## config.mk

```make
export PLATFORM = sky130hd
export DESIGN_NAME = dlw_list_walker
export DESIGN_NICKNAME = d
export VERILOG_FILES = /design/src/rtl/dlw_pkg.sv /design/src/rtl/dlw_table.sv /design/src/rtl/dlw_walker.sv /design/src/rtl/dlw_list_walker.sv
export SDC_FILE = /design/constraint.sdc
export NUM_CORES = 1
export LEC_CHECK = 0
export BUFFER_PORTS_ARGS = -buffer_cell sky130_fd_sc_hd__buf_2
export CORE_MARGIN = 1
export CORE_UTILIZATION = 25
export CTS_BUF_LIST = sky130_fd_sc_hd__clkbuf_8 sky130_fd_sc_hd__clkbuf_16
export DETAILED_ROUTE_END_ITERATION = 7
export PLACE_DENSITY_LB_ADDON = 0.12
export REMOVE_ABC_BUFFERS = 1
export SETUP_SLACK_MARGIN = 0.2
export SLEW_MARGIN = 40
export SYNTH_ARGS = -nofsm -noshare
export SYNTH_HDL_FRONTEND = slang
export SYNTH_HIERARCHICAL = 1
export SYNTH_SLANG_ARGS = --single-unit
export TNS_END_PERCENT = 50
```

## constraint.sdc

```tcl
create_clock -name clk -period 6.6 [get_ports clk]
set_clock_uncertainty 0.1 [all_clocks]
set_input_delay 1.32 -clock clk [delete_from_list [all_inputs] [get_ports clk]]
set_output_delay 1.32 -clock clk [all_outputs]
set_load 0.02 [all_outputs]
```

## src/rtl/dlw_pkg.sv

```systemverilog
`timescale 1ns/1ps
package dlw_pkg;
  localparam int IDX_W = 6;

  typedef struct packed {
    logic             disabled;
    logic             link;
    logic             dual_valid;
    logic [IDX_W-1:0] dual_idx;
  } port_rec_t;

  typedef enum logic [1:0] {
    ERR_NONE     = 2'd0,
    ERR_OVERRUN  = 2'd1,
    ERR_PORT_LEN = 2'd2
  } err_t;

  typedef enum logic [2:0] {
    S_IDLE, S_CHK, S_LEN, S_HDR, S_B2, S_B3, S_DONE
  } state_t;

  // Zero length, or an entry reaching past the image end.
  function automatic logic len_overrun(input logic [15:0] pos,
                                       input logic [7:0]  len,
                                       input logic [15:0] size);
    return (len == 8'd0) || (({1'b0, pos} + 17'(len)) > {1'b0, size});
  endfunction

  function automatic logic hdr_is_port(input logic [7:0] b);
    return b[7];
  endfunction

  function automatic logic hdr_disabled(input logic [7:0] b);
    return b[6];
  endfunction

  function automatic logic [IDX_W-1:0] hdr_index(input logic [7:0] b);
    return b[IDX_W-1:0];
  endfunction
endpackage

```

## src/rtl/dlw_table.sv

```systemverilog
`timescale 1ns/1ps
module dlw_table
  import dlw_pkg::*;
#(
  parameter int DEPTH = 1 << IDX_W
) (
  input  logic             clk,
  input  logic             rst_n,
  input  logic             clear,
  input  logic             we,
  input  logic             dis_only,
  input  logic [IDX_W-1:0] widx,
  input  port_rec_t        wdata,
  input  logic [IDX_W-1:0] ridx,
  output port_rec_t        rdata
);
  port_rec_t ent_q [DEPTH];

  for (genvar i = 0; i < DEPTH; i++) begin : g_ent
    logic hit;
    assign hit = we && (widx == IDX_W'(i));
    always_ff @(posedge clk or negedge rst_n) begin
      if (!rst_n) begin
        ent_q[i] <= '0;
      end else if (clear) begin
        ent_q[i] <= '0;
      end else if (hit) begin
        if (dis_only) ent_q[i].disabled <= wdata.disabled;
        else          ent_q[i]          <= wdata;
      end
    end
  end

  assign rdata = ent_q[ridx];
endmodule

```

## src/rtl/dlw_walker.sv

```systemverilog
`timescale 1ns/1ps
module dlw_walker
  import dlw_pkg::*;
#(
  parameter int SIZE_W    = 11,
  parameter int HDR_BYTES = 22,
  parameter int PORT_LEN  = 8
) (
  input  logic              clk,
  input  logic              rst_n,
  input  logic              start,
  input  logic [SIZE_W-1:0] size_in,
  output logic              rd_en,
  output logic [SIZE_W-1:0] rd_addr,
  input  logic [7:0]        rd_data,
  output logic              tbl_clear,
  output logic              tbl_we,
  output logic              tbl_dis_only,
  output logic [IDX_W-1:0]  tbl_widx,
  output port_rec_t         tbl_wdata,
  output logic              done,
  output logic [1:0]        err,
  output logic              busy,
  output logic [SIZE_W-1:0] size_q,
  output logic              evt_len_chk,
  output logic              evt_port_len_bad
);
  state_t            st;
  err_t              err_q;
  logic [SIZE_W-1:0] pos_q;
  logic [7:0]        len_q;
  logic              link_q, dual_q;
  logic [IDX_W-1:0]  idx_q;

  logic              pos_at_end, pos_last, ovr_len;
  logic              hdr_port, hdr_dis, len_is_port;
  logic [SIZE_W-1:0] pos_next;
  logic              idle_like;

  assign idle_like   = (st == S_IDLE) || (st == S_DONE);
  assign pos_at_end  = pos_q >= size_q;
  assign pos_last    = ({1'b0, pos_q} + (SIZE_W+1)'(1)) == {1'b0, size_q};
  assign ovr_len     = len_overrun(16'(pos_q), rd_data, 16'(size_q));
  assign hdr_port    = hdr_is_port(rd_data);
  assign hdr_dis     = hdr_disabled(rd_data);
  assign len_is_port = len_q == 8'(PORT_LEN);
  assign pos_next    = pos_q + SIZE_W'(len_q);

  assign busy             = !idle_like;
  assign done             = st == S_DONE;
  assign err              = err_q;
  assign tbl_clear        = idle_like && start;
  assign evt_len_chk      = st == S_LEN;
  assign evt_port_len_bad = (st == S_HDR) && hdr_port && !hdr_dis && !len_is_port;

  // Buffer requests: the byte is consumed in the following state.
  always_comb begin
    rd_en   = 1'b0;
    rd_addr = pos_q;
    unique case (st)
      S_CHK: begin rd_en = !pos_at_end && !pos_last;            rd_addr = pos_q; end
      S_LEN: begin rd_en = !ovr_len;                            rd_addr = pos_q + SIZE_W'(1); end
      S_HDR: begin rd_en = hdr_port && !hdr_dis && len_is_port; rd_addr = pos_q + SIZE_W'(2); end
      S_B2:  begin rd_en = 1'b1;                                rd_addr = pos_q + SIZE_W'(3); end
      default: ;
    endcase
  end

  // Record writes: disabled flag at the header byte, full record at byte 3.
  always_comb begin
    tbl_we       = 1'b0;
    tbl_dis_only = 1'b0;
    tbl_widx     = idx_q;
    tbl_wdata    = '0;
    if (st == S_HDR && hdr_port) begin
      tbl_we             = 1'b1;
      tbl_dis_only       = 1'b1;
      tbl_widx           = hdr_index(rd_data);
      tbl_wdata.disabled = hdr_dis;
    end else if (st == S_B3) begin
      tbl_we               = 1'b1;
      tbl_wdata.link       = link_q;
      tbl_wdata.dual_valid = dual_q;
      tbl_wdata.dual_idx   = dual_q ? rd_data[IDX_W-1:0] : '0;
    end
  end

  always_ff @(posedge clk or negedge rst_n) begin
    if (!rst_n) begin
      st     <= S_IDLE;
      err_q  <= ERR_NONE;
      pos_q  <= '0;
      size_q <= '0;
      len_q  <= '0;
      link_q <= 1'b0;
      dual_q <= 1'b0;
      idx_q  <= '0;
    end else begin
      unique case (st)
        S_IDLE, S_DONE: if (start) begin
          pos_q  <= SIZE_W'(HDR_BYTES);
          size_q <= size_in;
          err_q  <= ERR_NONE;
          st     <= S_CHK;
        end
        S_CHK: begin
          if (pos_at_end) st <= S_DONE;
          else if (pos_last) begin
            err_q <= ERR_OVERRUN;
            st    <= S_DONE;
          end else st <= S_LEN;
        end
        S_LEN: begin
          len_q <= rd_data;
          if (ovr_len) begin
            err_q <= ERR_OVERRUN;
            st    <= S_DONE;
          end else st <= S_HDR;
        end
        S_HDR: begin
          idx_q <= hdr_index(rd_data);
          if (!hdr_port || hdr_dis) begin
            pos_q <= pos_next;
            st    <= S_CHK;
          end else if (!len_is_port) begin
            err_q <= ERR_PORT_LEN;
            st    <= S_DONE;
          end else st <= S_B2;
        end
        S_B2: begin
          link_q <= rd_data[4];
          dual_q <= rd_data[7];
          st     <= S_B3;
        end
        S_B3: begin
          pos_q <= pos_next;
          st    <= S_CHK;
        end
        default: st <= S_IDLE;
      endcase
    end
  end
endmodule

```

## src/rtl/dlw_list_walker.sv

```systemverilog
`timescale 1ns/1ps
module dlw_list_walker
  import dlw_pkg::*;
#(
  parameter int SIZE_W    = 11,
  parameter int HDR_BYTES = 22,
  parameter int PORT_LEN  = 8
) (
  input  logic              clk,
  input  logic              rst_n,
  input  logic              start,
  input  logic [SIZE_W-1:0] image_size,
  output logic              rd_en,
  output logic [SIZE_W-1:0] rd_addr,
  input  logic [7:0]        rd_data,
  output logic              done,
  output logic [1:0]        err,
  input  logic [IDX_W-1:0]  q_idx,
  output logic              q_disabled,
  output logic              q_link,
  output logic              q_dual_valid,
  output logic [IDX_W-1:0]  q_dual_idx
);
  logic              tbl_clear, tbl_we, tbl_dis_only;
  logic [IDX_W-1:0]  tbl_widx;
  port_rec_t         tbl_wdata, q_rec;
  logic              busy, evt_len_chk, evt_port_len_bad;
  logic [SIZE_W-1:0] size_q;

  dlw_walker #(.SIZE_W(SIZE_W), .HDR_BYTES(HDR_BYTES), .PORT_LEN(PORT_LEN)) u_walk (
    .clk(clk), .rst_n(rst_n), .start(start), .size_in(image_size),
    .rd_en(rd_en), .rd_addr(rd_addr), .rd_data(rd_data),
    .tbl_clear(tbl_clear), .tbl_we(tbl_we), .tbl_dis_only(tbl_dis_only),
    .tbl_widx(tbl_widx), .tbl_wdata(tbl_wdata),
    .done(done), .err(err), .busy(busy), .size_q(size_q),
    .evt_len_chk(evt_len_chk), .evt_port_len_bad(evt_port_len_bad)
  );

  dlw_table u_tbl (
    .clk(clk), .rst_n(rst_n), .clear(tbl_clear), .we(tbl_we),
    .dis_only(tbl_dis_only), .widx(tbl_widx), .wdata(tbl_wdata),
    .ridx(q_idx), .rdata(q_rec)
  );

  assign q_disabled   = q_rec.disabled;
  assign q_link       = q_rec.link;
  assign q_dual_valid = q_rec.dual_valid;
  assign q_dual_idx   = q_rec.dual_idx;
endmodule

```

Word level (Yosys, flattened, before mapping)
Cells that the tools add are included.
- bits in registers: 619
- input bits: 28
- output and inout bits: 24
- word-level logic and storage cells: 726
- $add $sub $neg: 6
- magnitude comparators: 3
- eq/ne operators: 79
- multiplexer cells: 159
- bitwise gates (word level): 1
- reduce and logical (&&, ||, !) cells: 214
- operators by type and width (kind ; count):
    $mux 9 ; 130
    $eq 6x6->1 const B ; 32
    $reduce_and 2->1 ; 65
    $reduce_bool 2->1 ; 64
    $eq 6x5->1 const B ; 16
    $logic_and 1x1->1 ; 69
    $pmux 11 s3 ; 2
    $bmux 9 s6 ; 1
    $eq 6x4->1 const B ; 8
    $eq 6x3->1 const B ; 4
    $mux 8 ; 3
    $add 11x2->11 const B ; 2
    $mux 11 ; 2
    $pmux 3 s6 ; 1
    $gt 17x11->1 ; 1
    $mux 3 ; 5
    $mux 2 ; 7
    $add 11x1->12 const B ; 1
    $add 11x8->12 ; 1
    $eq 12x11->1 ; 1
    $eq 6x2->1 const B ; 2
    $mux 6 ; 2
    $ne 2x2->1 const B ; 6
    $add 11x1->11 const B ; 1
    23 further kinds ; 36

Depth between registers and ports, before layout
Gate-level depths: netlist of run 1.
- depth in word-level cells: 7
- mapped depth: 15
- mapped depth without buffers: 15

Modules after synthesis
Netlist of run 1, hierarchy kept.
- by module, submodules not included (module ; times used ; cells an instance ; area each (sq um) ; sequential area each (sq um)):
    dlw_table ; 1 ; 2438 ; 25899.8 ; 14413.8
    dlw_walker ; 1 ; 485 ; 4037.6 ; 1076.0

Least setup slack after synthesis of run 1
No wires, ideal clock.
- path type: input to output
- start point: input port rd_data[0]
- end point: output port rd_en
- arrival: 4130 ps
- required time: 5180 ps
- slack: 1050 ps
- stages on the path: 15
- buffers on the path: 0
- path through: ha_1 > fa_1 > a21o_1 > a21oi_1 > nor2b_1 > o31ai_1 > a211oi_1 > xor2_1 > ha_1 > and4_1 > nand4_1 > o22ai_1 > a31oi_1 > nor2_1 > a211o_1
- cells in the longest elaborated chain, start to end: 5
- elaborated cells on any way between the ends: 6
- those cells by class: add/sub (1); order compare (1); mux (1); reduce/logical (3)
- RTL lines (what ; line ; RTL):
    from (decl) ; dlw_list_walker.sv:15 ; input logic [7:0] rd_data,
    $add 11x8->12 ; dlw_pkg.sv:26 ; return (len == 8'd0) || (({1'b0, pos} + 17'(len)) > {1'b0, size});
    $gt 17x11->1 ; dlw_pkg.sv:26 ;
    $logic_or 1x1->1 (*) ; dlw_pkg.sv:26 ;
    $logic_not 1->1 (*) ; dlw_walker.sv:62 ; S_LEN: begin rd_en = !ovr_len; rd_addr = pos_q + SIZE_W'(1); end
    $pmux 1 s4 (*) ; dlw_walker.sv:60 ; unique case (st)
    to (decl) ; dlw_list_walker.sv:13 ; output logic rd_en,
Mark *: on every way between the ends. The rest lies on a longest branch, timed or not.

Final worst setup path of run 1
Same ends and word-level chain as after synthesis.

==> impl_metrics.yaml, run 1 <==
global_route:
  grt_pass1_vias: 23000
  grt_max_degree: 120
  grt_pass1_wl_um: 154000
  grt_overflow: 0
  grtUsageTotal_pct: 16.9
  antenna_found_initial: 1
worst_setup_path:
  crit_fanout: 6
  cp-start-kind: "input pin"
  r2r_slack_ns: 1.57
  required_ns: 5.18
  criticalPathCategory: "input pin to primary output"
  reg2reg_depth: 10
  worstPathArrival_ns: 4.78
  endpoint_kind: "primary output"
  worstReg2RegEnd: "u_tbl/ent_q[437]"
  r2r_start: "u_walk/st[1]"
placed_design:
  hpwl_um: 66600
  globalplace.congestion: 0.806
  portBuffers: 51
  post-place-ws_ns: 0.331
min_path:
  hold_path.class: "register to register"
  min_to: "u_walk/dual_q"
  worstHoldStart: "u_walk/dual_q"
  worstHoldPathCells: 2
pwr:
  combPwrFrac_pct: 28.6
  net-switching-power_mw: 4.39
  swShare_pct: 36.4
  powerDensity_nw_per_um2: 346
  p_int_mw: 7.69
  seqPwrFrac_pct: 36.4
  p_leak_nw: 14.7
  p_clk_share_pct: 35.0
  totalPowerFinal_mw: 12.1
  vdd_drop_max_v: 0.000197
synth:
  ys_seq_area_share_pct: 51.7
  synth_ff_type: "dfrtp_1"
  synthCells: 2923
  synth.area.top_cells: "dfrtp_1, mux4_2, o21ai_0, nand2_1, a21oi_1"
  async_flop_share_pct: 100
  netlist_area_um2: 29900
  yosysTopAreaCellShare_pct: 51.7
  ys.warnings.count: 6
  synth_edf_count: 0
  syn_area_per_cell_um2: 10.2
  ys_ff_latch: 619
  synth_cell_type_count: 76
  synth_area_leader_cell: "dfrtp_1"
layout:
  num-nets-final: 3004
  areaGrowthSynthToFinish_pct: 16.5
  final_cell_mix: "dfrtp_1, nand2_1, o21ai_0"
  antenna_cells: 0
  final_common_cell: "dfrtp_1"
  drive_gt1_share_pct: 16.6
cts:
  cts_hold_buf: 0
  cts_buffers: 78
  clkLatencyLatePin_ns: 0.65
  ctsLongestPathBuffers: 3
  htree_levels: 3
  cts.reportedPaths.clkPinSlew_ns: 0.06
  root_buffer: "clkbuf_16"
  clock-sinks: 619
  cts_tree: "done"
drt:
  route.detailed.drc: 0
  wl_per_cell_um: 22.1
  via_count: 22400
  drtAntennaViolNets: 0
  via_per_inst: 4.90
  drtIter0Drc: 1595
  drt_first_pass_iters: 5
  wl_um: 101000
die:
  rows: 126
  initial_core_util_pct: 25.3
  coreArea_um2: 118000
  die_y_um: 348
  fp.dieW_um: 348
  dieArea_um2: 121000
  io_pins: 52
timing:
  maxSlewViolCount: 0
  rsz0062_at_grt: "false"
  fmax_ghz: 0.161
  hold_viol_final: 0
  fin_crit_ns: 6.20
  max_slew_margin_pct: 44.4
  setup_viol: 0
  fin_hold_ws_ns: 0.370
  worstMarginPinSlew_ns: 0.833
  min_period_over_period_pct: 93.9
  setup_tns_ns: 0
  setup_slack_ns: 0.403
flow_run:
  drv_cap: 0
outcome:
  run_status: "completed"
layout make-up:
cell class / instances / area [um^2]
Tap cell: 1600 / 2000
Clock inverter: 32 / 275
Sequential cell: 619 / 15500
Multi-Input combinational cell: 2041 / 13500
Clock buffer: 96 / 2230
Inverter: 25 / 93.8
Fill cell: 12200 / 83500
Timing Repair Buffer: 166 / 1280
cell families after synthesis:
family                     after synthesis  share of synthesized area [%]
AOI/OAI and AO/OA                      903                           16.4
buffers and inverters                  263                           3.86
and+or+nand+nor                        857                           12.4
muxes                                  205                           12.7
adders and majority gates               45                           1.98
xor gates and xnor gates                31                          0.907
DFF                                    619                           51.7
cell usage after synthesis (all sizes together) (4+ instances only):
library cell	n
o21ai	629
dfrtp	619
nand2	600
clkbuf	153
a21oi	151
mux4	137
buf	85
nand3	84
nor2	53
mux2i	45
ha	41
nand2b	26
inv	25
mux2	23
nor2b	21
o22ai	18
xnor2	17
a211oi	15
nor3	14
xor2	14
a221oi	13
o221ai	12
a21o	11
and2	10
o211ai	9
a22oi	8
and3	7
nand3b	7
nand4	7
nor4	7
o21a	6
or3	5
a21boi	4
fa	4
nor3b	4
or3b	4
layer usage:
metal | GRT usage [%] | part of all wire [%]
met1 | 23.6 | 47
met2 | 26.7 | 46
met3 | 2.73 | 4.2
met4 | 5.26 | 2.9
met5 | 0 | 0
per-stage QoR:
| step | util [%] | std cells | cell area [um^2] |
|---|---|---|---|
| 2_1_floorplan | - | 2685 | 28900 |
| 3_3_place_gp | 27.2 | 4450 | 32200 |
| 3_5_place_dp | 27.3 | 4451 | 32300 |
| 4_1_cts | 29.4 | 4579 | 34800 |
| 5_1_grt | 29.4 | 4579 | 34900 |
| 6_report | 29.4 | 4579 | 34900 |
critical path: stages:
cell       delay (ns)
buf_2            0.14
ha_1             0.24
fa_1             0.41
a21o_1           0.17
a21oi_1          0.22
nor2b_1          0.09
o31ai_1          0.32
a21oi_1          0.14
xor2_1           0.16
ha_1             0.23
a2111oi_1        0.54
a31oi_2          0.21
nor2_1           0.27
a211o_1          0.15
buf_2            0.16
power groups by stage:
stage / sequential, mW / combinational (mW) / clock [mW]
after floorplan: 4.38 / 1.95 / 0
after global placement: 4.46 / 3.39 / 0
after detailed placement: 4.47 / 3.46 / 0
after CTS: 4.40 / 3.47 / 4.37
after global routing: 4.45 / 3.80 / 4.52
final: 4.40 / 3.46 / 4.22
timing repair:
item                                    in CTS  in global routing
endpoints found under the setup margin       0                  1
buffers inserted                             0                  0
gates resized for setup                      0                  2
registers in the layout, summed over array words and instances, names as in the netlist:
register	cells
u_tbl/ent_q	576
u_walk/dual_q	1
u_walk/pos_q	11
u_walk/err	2
u_walk/size_q	11
u_walk/idx_q	6
u_walk/link_q	1
u_walk/len_q	8
u_walk/st	3
worst max path at each step:
| stage | cells after the start | slack, ns | start | to |
|---|---|---|---|---|
| 6_report | 15 | 0.40 | rd_data[0] | rd_en |
| 3_5_place_dp | 17 | 0.33 | rd_data[0] | rd_en |
| 4_1_cts | 17 | 0.34 | rd_data[0] | rd_en |
| 3_3_place_gp | 17 | 0.33 | rd_data[0] | rd_en |
| 5_1_grt | 15 | 0.23 | rd_data[0] | rd_en |
| 2_1_floorplan | 4 | -1.54 | start | u_tbl/ent_q[270] |
Power figures use the tool's default switching activity.
==> run 2: changes to the inputs <==
==> constraint.sdc (replaced) <==
create_clock -name clk -period 6.6 [get_ports clk]
set_clock_uncertainty 0.1 [all_clocks]
set_input_delay 0.33 -clock clk [delete_from_list [all_inputs] [get_ports clk]]
set_output_delay 0.33 -clock clk [all_outputs]
set_load 0.02 [all_outputs]
==> run 2 against run 1 <==
  * Via count is 0.21% lower
  * Global-route usage is 0.070 points lower
  * Clock-buffer cell count is 1 lower
  * Register-to-register slack better by 0.50 ns
  * Sequential cell count stayed put
  * Combinational power is 2% lower
  * Utilization is 0.15 points higher
  * Critical path depth is 1 higher
  * Clock power is 3% higher
  * Routed wire length hardly changed
  * Highest routed layer is now met5
  * Cell area is 0.50% higher
  * Sequential share of layout area is 0.23 points lower
==> impl_metrics.yaml, run 2 (synthesis results as in run 1) <==
die:
  fp.dieW_um: 348
  rows: 126
  io_pins: 52
  die_y_um: 348
  coreArea_um2: 118000
  initial_core_util_pct: 25.3
  dieArea_um2: 121000
global_route:
  grt_pass1_wl_um: 153000
  grtUsageTotal_pct: 16.8
  grt_overflow: 0
  grt_max_degree: 137
  antenna_found_initial: 4
  grt_pass1_vias: 22600
drt:
  wl_met1_um: 48000
  via_count: 22400
  drtIter0Drc: 1508
  drtAntennaViolNets: 0
  met2_length_um: 46000
  via_per_inst: 4.89
  wl_per_cell_um: 22.1
  top_layer: "met5"
  wl_met3_um: 4330
  drt_first_pass_iters: 6
  route.detailed.drc: 0
  wl_um: 101000
min_path:
  hold_path.class: "input pin to asynchronous set/reset pin"
worst_setup_path:
  max_stage_delay_ns: 0.53
  timing.critical_path.buf_inv: 1
  required_ns: 6.17
  endpoint_kind: "primary output"
  slowest_stage: "dfrtp_1"
  worstPathArrival_ns: 4.57
  criticalPathCategory: "register to primary output"
  path_delay_family: "compound AO/OA/AOI/OAI gates"
  cp-start-kind: "register"
  crit_fanout: 9
  path_cells: "ha_1 -> fa_1 -> a21o_1 -> a21oi_1 -> nor2b_1 -> o31ai_1 -> a21oi_1 -> xor2_1 -> ha_1 -> o21a_1 -> o21a_1 -> o22ai_1 -> a31oi_1 -> nor2_1 -> a211o_1 -> buf_2"
timing:
  min_period_over_period_pct: 75.7
  max_slew_margin_pct: 38.8
  worstMarginPinSlew_ns: 0.906
  maxSlewViolCount: 0
  fin_crit_ns: 5.00
  rsz0062_at_grt: "false"
  fmax_ghz: 0.200
  setup_viol: 0
  setup_tns_ns: 0
  hold_viol_final: 0
placed_design:
  hpwl_um: 65300
  placed_area_um2: 32100
  portBuffers: 51
  globalplace.congestion: 0.814
layout:
  final_common_cell: "dfrtp_1"
  top_regs: "u_tbl/ent_q (576), u_walk/pos_q (11), u_walk/size_q (11)"
  fin_util_pct: 29.6
  num-nets-final: 2997
  largest_reg_flops: 576
  fillers: 12200
  top_register: "u_tbl/ent_q"
  areaGrowthSynthToFinish_pct: 17.0
  stdcell_area_um2: 35000
  final_cell_mix: "dfrtp_1, nand2_1, o21ai_0"
  drive_gt1_share_pct: 16.1
cts:
  root_buffer: "clkbuf_16"
  clkLatencyLatePin_ns: 0.63
  clock-sinks: 619
  htree_levels: 3
  cts_buffers: 78
  cts_setup_buffers: 0
  ctsLongestPathBuffers: 3
  cts_tree: "done"
  cts.reportedPaths.clkPinSlew_ns: 0.06
  cts_resized: 0
pwr:
  powerDensity_nw_per_um2: 346
  p_leak_nw: 14.7
  vdd_drop_max_v: 0.000158
flow_run:
  drv_cap: 0
outcome:
  run_status: "completed"
-- run 2: cell types whose count changed in the layout (fill, tap and decap cells not counted), moves of 4 or more --
| cell | previous run | this run |
|---|---|---|
| buf_4 | 105 | 73 |
| dlygate4sd3_1 | 0 | 20 |
| a21oi_2 | 12 | 23 |
| a21oi_1 | 131 | 121 |
| buf_16 | 1 | 7 |
| bufinv_16 | 3 | 7 |
| clkinvlp_4 | 1 | 5 |
| o21ai_0 | 543 | 539 |
| o21ai_1 | 86 | 90 |
-- run 2: area by class of cell --
cell class / count / area [um^2] / area share, %
sequential: 619 / 15500 / 44.2
multi-input combinational: 2041 / 13500 / 38.5
clock buffer: 95 / 2220 / 6.33
tap: 1600 / 2000 / 5.71
timing repair buffer: 159 / 1380 / 3.93
clock inverter: 36 / 359 / 1.02
inverter: 25 / 93.8 / 0.268
antenna: 1 / 2.50 / 0.00714
-- run 2: final timing paths --
check	depth (start not counted)	from	end	slack, ns
max	16	u_walk/pos_q[0]	rd_en	1.60
min	2	rst_n	u_tbl/ent_q[141]	0.05
max reg2reg	9	u_walk/st[1]	u_tbl/ent_q[507]	2.07
min reg2reg	2	u_tbl/ent_q[223]	u_tbl/ent_q[223]	0.37
max in group asynchronous	5	rst_n	u_tbl/ent_q[378]	4.70
min in group clk	4	start	u_walk/st[0]	0.10
-- run 2: stage by stage --
step | total power [mW] | setup WS (ns) | hold WS, ns | instances
finish | 12.1 | 1.60 | 0.0486 | 4576
global route | 12.8 | 1.31 | 0.0602 | 4575
CTS | 12.3 | 1.52 | 0.0297 | 4571
detailed placement | 7.85 | 2.12 | 0.338 | 4420
global placement | 7.73 | 2.08 | 0.330 | 4416
floorplan | 6.33 | -1.31 | -0.0656 | 2685
-- run 2: what timing repair did --
action / 4_1_cts / 5_1_grt
setup endpoints to repair: 0 / 0
endpoints found under the hold margin: 112 / 0
hold buffers: 20 / 0
-- run 2: power by group --
| part | switching [mW] | total [mW] | internal (mW) |
|---|---|---|---|
| clock | 1.70 | 4.33 | 2.64 |
| sequential | 0.287 | 4.41 | 4.12 |
| combinational | 2.34 | 3.38 | 1.05 |
| total | 4.32 | 12.1 | 7.81 |
-- run 2: metal layers --
layer | vias to the layer above | global-route usage, %
met1 | 11300 | 23.8
met3 | 145 | 2.44
met5 | - | 0
met4 | 2 | 5.45
li1 | 10400 | -
met2 | 519 | 26.3
-- run 2: worst register-to-register path, stage by stage, from the launching register on --
cell and delay, ns:
dfrtp_1 0.65, nor2b_1 0.39, and2_1 0.44, nand2_1 0.28, mux2_2 0.44, or3b_1 0.69
nor2_4 0.72, a21oi_2 0.41, nand2_1 0.18, o21ai_1 0.07
